===== config.mk =====
export PLATFORM = sky130hd
export DESIGN_NAME = temp_osc_converter
export DESIGN_NICKNAME = d
export VERILOG_FILES = /design/src/rtl/tempconv_pkg.sv /design/src/rtl/osc_edge_sync.sv /design/src/rtl/tempconv_ctrl.sv /design/src/rtl/tempconv_dp.sv /design/src/rtl/temp_osc_converter.sv
export SDC_FILE = /design/constraint.sdc
export NUM_CORES = 1
export LEC_CHECK = 0
export ABC_AREA = 1
export BUFFER_PORTS_ARGS = -buffer_cell sky130_fd_sc_hd__buf_2
export CELL_PAD_IN_SITES_DETAIL_PLACEMENT = 1
export CELL_PAD_IN_SITES_GLOBAL_PLACEMENT = 1
export CORE_ASPECT_RATIO = 1.5
export CORE_UTILIZATION = 25
export CTS_CLUSTER_DIAMETER = 120
export DETAILED_ROUTE_END_ITERATION = 6
export PLACE_DENSITY_LB_ADDON = 0.08
export SLEW_MARGIN = 20
export SYNTH_ARGS = -nofsm -noshare
export SYNTH_HDL_FRONTEND = slang
export SYNTH_SLANG_ARGS = --single-unit

===== constraint.sdc =====
create_clock -name clk -period 1.5 [get_ports clk]
set_input_delay 0.3 -clock clk [delete_from_list [all_inputs] [get_ports clk]]
set_output_delay 0.3 -clock clk [all_outputs]
set_load 0.01 [all_outputs]

===== src/rtl/tempconv_pkg.sv =====
package tempconv_pkg;

  localparam int TEMP_W = 9;
  localparam logic signed [TEMP_W-1:0] TEMP_BASE = -9'sd110;  // -55.0 C
  localparam logic signed [TEMP_W-1:0] TEMP_MAX  =  9'sd250;  // +125.0 C

  typedef struct packed {
    logic load;      // preset counters and temperature register
    logic refTick;   // one reference edge to count
    logic measTick;  // one measurement edge to count
  } dpCtl_t;

endpackage


===== src/rtl/osc_edge_sync.sv =====
module osc_edge_sync #(
  parameter int STAGES = 2
) (
  input  logic clk,
  input  logic rstN,
  input  logic oscIn,
  output logic riseOut
);

  logic [STAGES-1:0] syncQ;
  logic              prevQ;

  always_ff @(posedge clk) begin
    if (!rstN) begin
      syncQ <= '0;
      prevQ <= 1'b0;
    end else begin
      syncQ <= {syncQ[STAGES-2:0], oscIn};
      prevQ <= syncQ[STAGES-1];
    end
  end

  assign riseOut = syncQ[STAGES-1] & ~prevQ;

  // a detected edge is never followed directly by another one
  AST_SINGLE_EDGE: assert property (@(posedge clk) disable iff (!rstN)
    riseOut |=> !riseOut);

endmodule


===== src/rtl/tempconv_ctrl.sv =====
module tempconv_ctrl
  import tempconv_pkg::*;
(
  input  logic   clk,
  input  logic   rstN,
  input  logic   startIn,
  input  logic   refEdge,
  input  logic   measEdge,
  input  logic   measLast,
  output dpCtl_t ctl,
  output logic   doneOut
);

  typedef enum logic {ST_IDLE, ST_BUSY} state_t;
  state_t stateQ;
  logic   finishing;

  assign finishing = (stateQ == ST_BUSY) && measEdge && measLast;

  always_comb begin
    ctl = '0;
    if (stateQ == ST_IDLE) begin
      ctl.load = startIn;
    end else begin
      ctl.refTick  = refEdge;
      ctl.measTick = measEdge;
    end
  end

  always_ff @(posedge clk) begin
    if (!rstN) begin
      stateQ  <= ST_IDLE;
      doneOut <= 1'b0;
    end else begin
      doneOut <= finishing;
      case (stateQ)
        ST_IDLE: if (startIn) stateQ <= ST_BUSY;
        ST_BUSY: if (finishing) stateQ <= ST_IDLE;
        default: stateQ <= ST_IDLE;
      endcase
    end
  end

  AST_DONE_ONE_CYCLE: assert property (@(posedge clk) disable iff (!rstN)
    doneOut |=> !doneOut);

  AST_DONE_ONLY_AFTER_BUSY: assert property (@(posedge clk) disable iff (!rstN)
    $rose(doneOut) |-> $past(stateQ) == ST_BUSY);

  AST_START_IGNORED: assert property (@(posedge clk) disable iff (!rstN)
    (stateQ == ST_BUSY && startIn && !finishing) |=> stateQ == ST_BUSY);

endmodule


===== src/rtl/tempconv_dp.sv =====
module tempconv_dp
  import tempconv_pkg::*;
#(
  parameter int REF_RELOAD  = 4,
  parameter int MEAS_PRESET = 8
) (
  input  logic                     clk,
  input  logic                     rstN,
  input  dpCtl_t                   ctl,
  output logic                     measLast,
  output logic signed [TEMP_W-1:0] tempOut
);

  localparam int C1W = $clog2(REF_RELOAD + 1);
  localparam int C2W = $clog2(MEAS_PRESET + 1);
  localparam logic [C1W-1:0] C1_LOAD = C1W'(REF_RELOAD);
  localparam logic [C2W-1:0] C2_LOAD = C2W'(MEAS_PRESET);
  localparam logic [C1W-1:0] C1_ONE  = C1W'(1);
  localparam logic [C2W-1:0] C2_ONE  = C2W'(1);

  logic [C1W-1:0]            refCntQ;
  logic [C2W-1:0]            winCntQ;
  logic signed [TEMP_W-1:0]  tempQ;

  always_ff @(posedge clk) begin
    if (!rstN) begin
      refCntQ <= C1_LOAD;
      winCntQ <= C2_LOAD;
      tempQ   <= TEMP_BASE;
    end else if (ctl.load) begin
      refCntQ <= C1_LOAD;
      winCntQ <= C2_LOAD;
      tempQ   <= TEMP_BASE;
    end else begin
      if (ctl.refTick) begin
        if (refCntQ == C1_ONE) begin
          refCntQ <= C1_LOAD;
          if (tempQ != TEMP_MAX) tempQ <= tempQ + 9'sd1;
        end else begin
          refCntQ <= refCntQ - C1_ONE;
        end
      end
      if (ctl.measTick) winCntQ <= winCntQ - C2_ONE;
    end
  end

  assign measLast = (winCntQ == C2_ONE);
  assign tempOut  = tempQ;

  AST_LOAD_BASE: assert property (@(posedge clk) disable iff (!rstN)
    ctl.load |=> tempQ == TEMP_BASE);

  AST_NO_OVERFLOW: assert property (@(posedge clk) disable iff (!rstN)
    (!ctl.load && tempQ == TEMP_MAX) |=> tempQ == TEMP_MAX);

  AST_STABLE_NO_TICK: assert property (@(posedge clk) disable iff (!rstN)
    (!ctl.load && !ctl.refTick) |=> $stable(tempQ));

  AST_STEP_ONE: assert property (@(posedge clk) disable iff (!rstN)
    (!ctl.load && ctl.refTick && refCntQ == C1_ONE && tempQ != TEMP_MAX)
      |=> tempQ == $past(tempQ) + 9'sd1);

endmodule


===== src/rtl/temp_osc_converter.sv =====
module temp_osc_converter
  import tempconv_pkg::*;
#(
  parameter int REF_RELOAD  = 4,
  parameter int MEAS_PRESET = 8,
  parameter int SYNC_STAGES = 2
) (
  input  logic       clk,
  input  logic       rstN,
  input  logic       startIn,
  input  logic       refOscIn,
  input  logic       measOscIn,
  output logic [8:0] tempOut,
  output logic       doneOut
);

  localparam int NUM_OSC = 2;

  logic [NUM_OSC-1:0] oscRaw;
  logic [NUM_OSC-1:0] oscRise;
  dpCtl_t             ctl;
  logic               measLast;
  logic signed [TEMP_W-1:0] tempVal;

  assign oscRaw = {measOscIn, refOscIn};

  for (genvar g = 0; g < NUM_OSC; g++) begin : gSync
    osc_edge_sync #(.STAGES(SYNC_STAGES)) i_sync (
      .clk    (clk),
      .rstN   (rstN),
      .oscIn  (oscRaw[g]),
      .riseOut(oscRise[g])
    );
  end

  tempconv_ctrl i_ctrl (
    .clk     (clk),
    .rstN    (rstN),
    .startIn (startIn),
    .refEdge (oscRise[0]),
    .measEdge(oscRise[1]),
    .measLast(measLast),
    .ctl     (ctl),
    .doneOut (doneOut)
  );

  tempconv_dp #(.REF_RELOAD(REF_RELOAD), .MEAS_PRESET(MEAS_PRESET)) i_dp (
    .clk     (clk),
    .rstN    (rstN),
    .ctl     (ctl),
    .measLast(measLast),
    .tempOut (tempVal)
  );

  assign tempOut = tempVal;

endmodule


# Yosys cells after proc, flatten, opt, wreduce, memory -nomap -nowiden

Index checks and enable logic that the tools add are counted.

Register bits after elaboration: 24
Output and inout bits: 10
Bits of input ports: 5
Word-level logic and storage cells: 31

Bitwise logic cells: 6
Reductions and logical operators: 4
Multiplexer cells: 6
Add/subtract/negate cells: 3
Equality and inequality tests: 3

Operator list:

| kind                  | number |
|---|---|
| $add A9 B2 Y9 const B | 1 |
| $ne A9 B9 Y1 const B  | 1 |
| $eq A4 B1 Y1 const B  | 1 |
| $not A1 Y1            | 4 |
| $sub A4 B1 Y4 const B | 1 |
| $eq A3 B1 Y1 const B  | 1 |
| $mux W1               | 3 |
| $mux W3               | 1 |
| $reduce_and A3 Y1     | 1 |
| $sub A3 B1 Y3 const B | 1 |
| $and A1 B1 Y1         | 2 |
| $logic_and A1 B1 Y1   | 2 |
| $mux W2               | 1 |
| $pmux W1 S2           | 1 |
| $reduce_or A2 Y1      | 1 |

# Depth between registers and ports, before layout

Word-level depth: 6
Mapped depth: 9
Depth with buffers taken out: 9

# Hierarchy

From an unflattened synthesis, not the netlist that was laid out.

Cells, all modules: 165
Area total of the unflattened synthesis: 1187.4 µm²

By module, submodules not included:

| module        | seq. area each (µm²) | instances | cells an instance | area each (µm²) |
|---|---|---|---|---|
| tempconv_dp   | 320.3                | 1         | 129               | 904.6 |
| osc_edge_sync | 60.1                 | 2         | 11                | 92.6 |
| tempconv_ctrl | 40.0                 | 1         | 14                | 97.6 |

# Worst setup path after synthesis

Ideal clock, no wire load.

Path kind: register -> register
Start: register i_dp.tempQ[1], in the netlist i_dp.tempOut[1]
End: register i_dp.tempQ[7], in the netlist i_dp.tempOut[7]
Setup time: 0.122 ns
Buffers on the path: 0
Data required time: 1.378 ns
Period minus slack after synthesis: 1.285 ns
Arrival time: 1.163 ns
Cell stages (with the launch flop): 9
Setup slack: 0.215 ns
Cell sequence: dfxtp_1 ha_1 nand2_1 nor2_1 nand2_4 nand2_4 inv_1 nand2_1 nand3_1

Longest elaborated chain between the ends: 2
Elaborated cells between the ends (all ways): 3
Those cells by class: add/sub: 1; eq/ne: 1; reduce/logical: 1

RTL lines:

| element                                                               | line              | source |
|---|---|---|
| start, declared                                                       | tempconv_dp.sv:23 | `logic signed [TEMP_W-1:0] tempQ;` |
| start signal, assigned                                                | tempconv_dp.sv:38 | `if (tempQ != TEMP_MAX) tempQ <= tempQ + 9'sd1;` |
| parallel branches: the longest is 2 deep, another holds $add A9 B2 Y9 | --                |  |

Several ways; the timed one is not identified.
A chain may end at the register's enable or synchronous reset.

# Worst setup path in the final report

Start: register i_dp.tempQ[0], in the netlist i_dp.tempOut[0]
End: register i_dp.tempQ[1], in the netlist i_dp.tempOut[1]

The elaborated chain is that of the path after synthesis.

==> results.json <==
{
  "status": "finished with violations",
  "failed_checks": "design-rule violations",
  "synthAdderAreaFrac_pct": 6.397,
  "worstPathRequired_ps": 1720,
  "first_pass_iteration_count_of_the_detailed_router": 5,
  "synth_seq_cells": 24,
  "dp_cells": 227,
  "ctsLongestPathBuffers": 2,
  "cts_tree": "yes",
  "setup_slack_ps": 142.8,
  "detail_route.vias_per_cell": 4.623,
  "cts_made_buffers": 3,
  "route.final.wire_length_mm": 2.758,
  "syn_area_um2": 1174,
  "cts_resized": 0,
  "globalRouteTotalUtil_pct": 13.22,
  "min_from": "refOscIn",
  "route.antenna.remaining_nets": 0,
  "power.ir.vdd_worst_mv": 0.3460,
  "wl_per_cell_um": 11.94,
  "seq_area_frac_synth_pct": 40.94,
  "period_needed_ps": 1357,
  "die_area_um2": 4978,
  "grt.overflow.total": 0,
  "cts_htree_levels": 1,
  "leakagePower_uw": 0.0007097,
  "crit-reg2reg-launch": "i_dp.tempOut[0]",
  "dp.final_hpwl_mm": 2.233,
  "number_of_setup_violations_in_the_final_report": 0,
  "synth_area_per_cell_um2": 7.156,
  "worstSetupPathType": "flop to flop",
  "synth_simple_gate_area_share_pct": 34.86,
  "synth_mux_area_share_pct": 0,
  "worst_slew_margin_rel_pct": 83.40,
  "rsz0062_at_grt": "false",
  "combinational_family_with_the_most_area_after_synthesis": "simple AND/OR/NAND/NOR gates",
  "routed-via-count": 1068,
  "cp-startpoint": "i_dp.tempOut[0]",
  "clk_transition_reported_paths_ps": 90,
  "input_output_buffers": 14,
  "placement_rows": 30,
  "min_path_cells": 3,
  "post_synth_xor_area_fraction_pct": 1.493,
  "worst_setup_timing_slack_at_the_placement_stage_ps": 25.83,
  "clock_sinks": 24,
  "setup.worst_path.start_class": "flop",
  "totalNegativeSetupSlack_ps": 0,
  "grt_max_degree": 14,
  "fp.coreArea_um2": 4504,
  "hp-class": "primary input to flop",
  "power_per_cell_area_nw_per_um2": 832.2,
  "timing.critical_path.arrival_ps": 1570,
  "die-height_um": 85.92,
  "layout-drive-gt1-share_pct": 16.94,
  "boundaryPins": 15,
  "finalClockSkew_ps": 1.452,
  "layout.nets": 195,
  "diodes": 0,
  "slew_violations": 0,
  "synth_fp_nets": 175,
  "fp.dieW_um": 57.95,
  "synth_compound_area_share_pct": 5.970,
  "initial_utilization_pct": 26.06,
  "fill_cells": 583,
  "yosysUniqueCellTypes": 20,
  "crit_fanout": 10,
  "holdBufCountCts": 0,
  "drv.max_cap_violation_count": 0,
  "number_of_global_route_vias_before_repair": 1148,
  "dr.first_iter.drc_count": 28,
  "final_min_period_over_clock_period_pct": 90.48,
  "clk_root_buffer_cell": "clkbuf_8",
  "cts_setup_buffers": 0,
  "cell_count_after_synthesis": 164,
  "tightestPinTransition_ps": 248.7,
  "clk-insertion-delay-late_ps": 260,
  "detail_route.drc_violations": 1,
  "timing.fmax_mhz": 736.8,
  "layout-area-overhead-vs-synth_pct": 18.23,
  "final_hold_viol_count": 0,
  "end_kind": "flop",
  "antenna_violations_before_repair": 0,
  "timing.reg2reg.worst_path_depth": 8,
  "final_cell_count_no_fill": 231,
  "yosysWarnings": 0,
  "fin_worst_hold_slack_ps": 211.1,
  "first_pass_grt_wire_length_mm": 4.995,
  "regToRegSetupSlack_ps": 140,
  "gp_routability_congestion": 0.7233
}
state kept, by name, indices dropped and copies added (netlist names):
| signal | flops |
|---|---|
| gSync.i_sync.syncQ | 4 |
| i_dp.refCntQ | 3 |
| i_dp.tempOut | 9 |
| i_dp.winCntQ | 4 |
| i_ctrl.stateQ | 1 |
| i_ctrl.doneOut | 1 |
| gSync.i_sync.prevQ | 2 |
per-stage QoR:
| stage | utilization, % | power, uW | area (um^2) |
|---|---|---|---|
| after floorplan | - | 703.9 | 1174 |
| after global routing | 30.81 | 1219 | 1388 |
| after detailed placement | 29.17 | 725.6 | 1314 |
| after CTS | 30.39 | 1186 | 1369 |
| final | 30.81 | 1155 | 1388 |
| after global placement | 29.17 | 721.7 | 1314 |
cells by family (layout without fill, tap and decap cells):
| family | count (synthesis) | count (layout) |
|---|---|---|
| fa+ha+maj | 6 | 6 |
| flops | 24 | 24 |
| xor+xnor | 2 | 2 |
| compound gates | 14 | 14 |
| buf+inv | 32 | 51 |
| simple gates | 86 | 86 |
layout by cell type, fill, tap and decap left out, drive strengths merged:
cell    synthesis  routed
nand3          15      15
clkbuf          0       4
dfxtp          24      24
nand2          50      50
inv            31      31
buf             1      16
nor2           16      16
nand4           3       3
xor2            2       2
a21oi           9       9
nand3b          1       1
o21ai           5       5
ha              6       6
or2             1       1
critical path, cell delays in order (launching register included):
cell	delay [ps]
dfxtp_1	400
inv_2	70
ha_1	190
nand2_1	120
nor2_4	50
nand2_4	120
nand2_8	80
or2_0	200
nand2_1	70
metal layers:
metal | up-vias | wire (um) | track usage (%)
met5 | - | 0 | 0
met4 | 0 | 29 | 5.844
met3 | 2 | 44 | 1.810
met2 | 10 | 1681 | 26.65
met1 | 515 | 1003 | 12.59
li1 | 541 | - | -
final timing paths:
check                                                 to
worst min register to register  gSync[0].i_sync.syncQ[1]
worst max-delay path                     i_dp.tempOut[1]
worst max register to register           i_dp.tempOut[1]
worst min-delay path            gSync[0].i_sync.syncQ[0]
cell type report:
class	count	area, um^2	area share [%]
clock buffer	4	55.05	3.968
multi-input combinational	108	590.6	42.56
inverter	31	116.4	8.386
timing repair buffer	16	85.08	6.132
sequential	24	480.5	34.63
tap	48	60.06	4.328
cells in the mapped netlist (all sizes together):
cell	number	area share, %
xor2	2	1.5
nand2	50	17
nand4	3	1.6
buf	1	0.43
or2	1	0.53
dfxtp	24	41
nand3	15	7.5
nand3b	1	0.64
o21ai	5	2.1
nor2	16	7.1
a21oi	9	3.8
ha	6	6.4
inv	31	9.9
power breakdown:
part | switching, uW | leakage (uW) | internal, uW | total, uW
clock network | 212 | 0.0000288 | 234 | 446
registers | 5.54 | 0.000195 | 648 | 653
logic | 36.5 | 0.000486 | 18.5 | 54.9
total | 254 | 0.000710 | 901 | 1150
No activity file was read; power rests on OpenSTA's default activity.
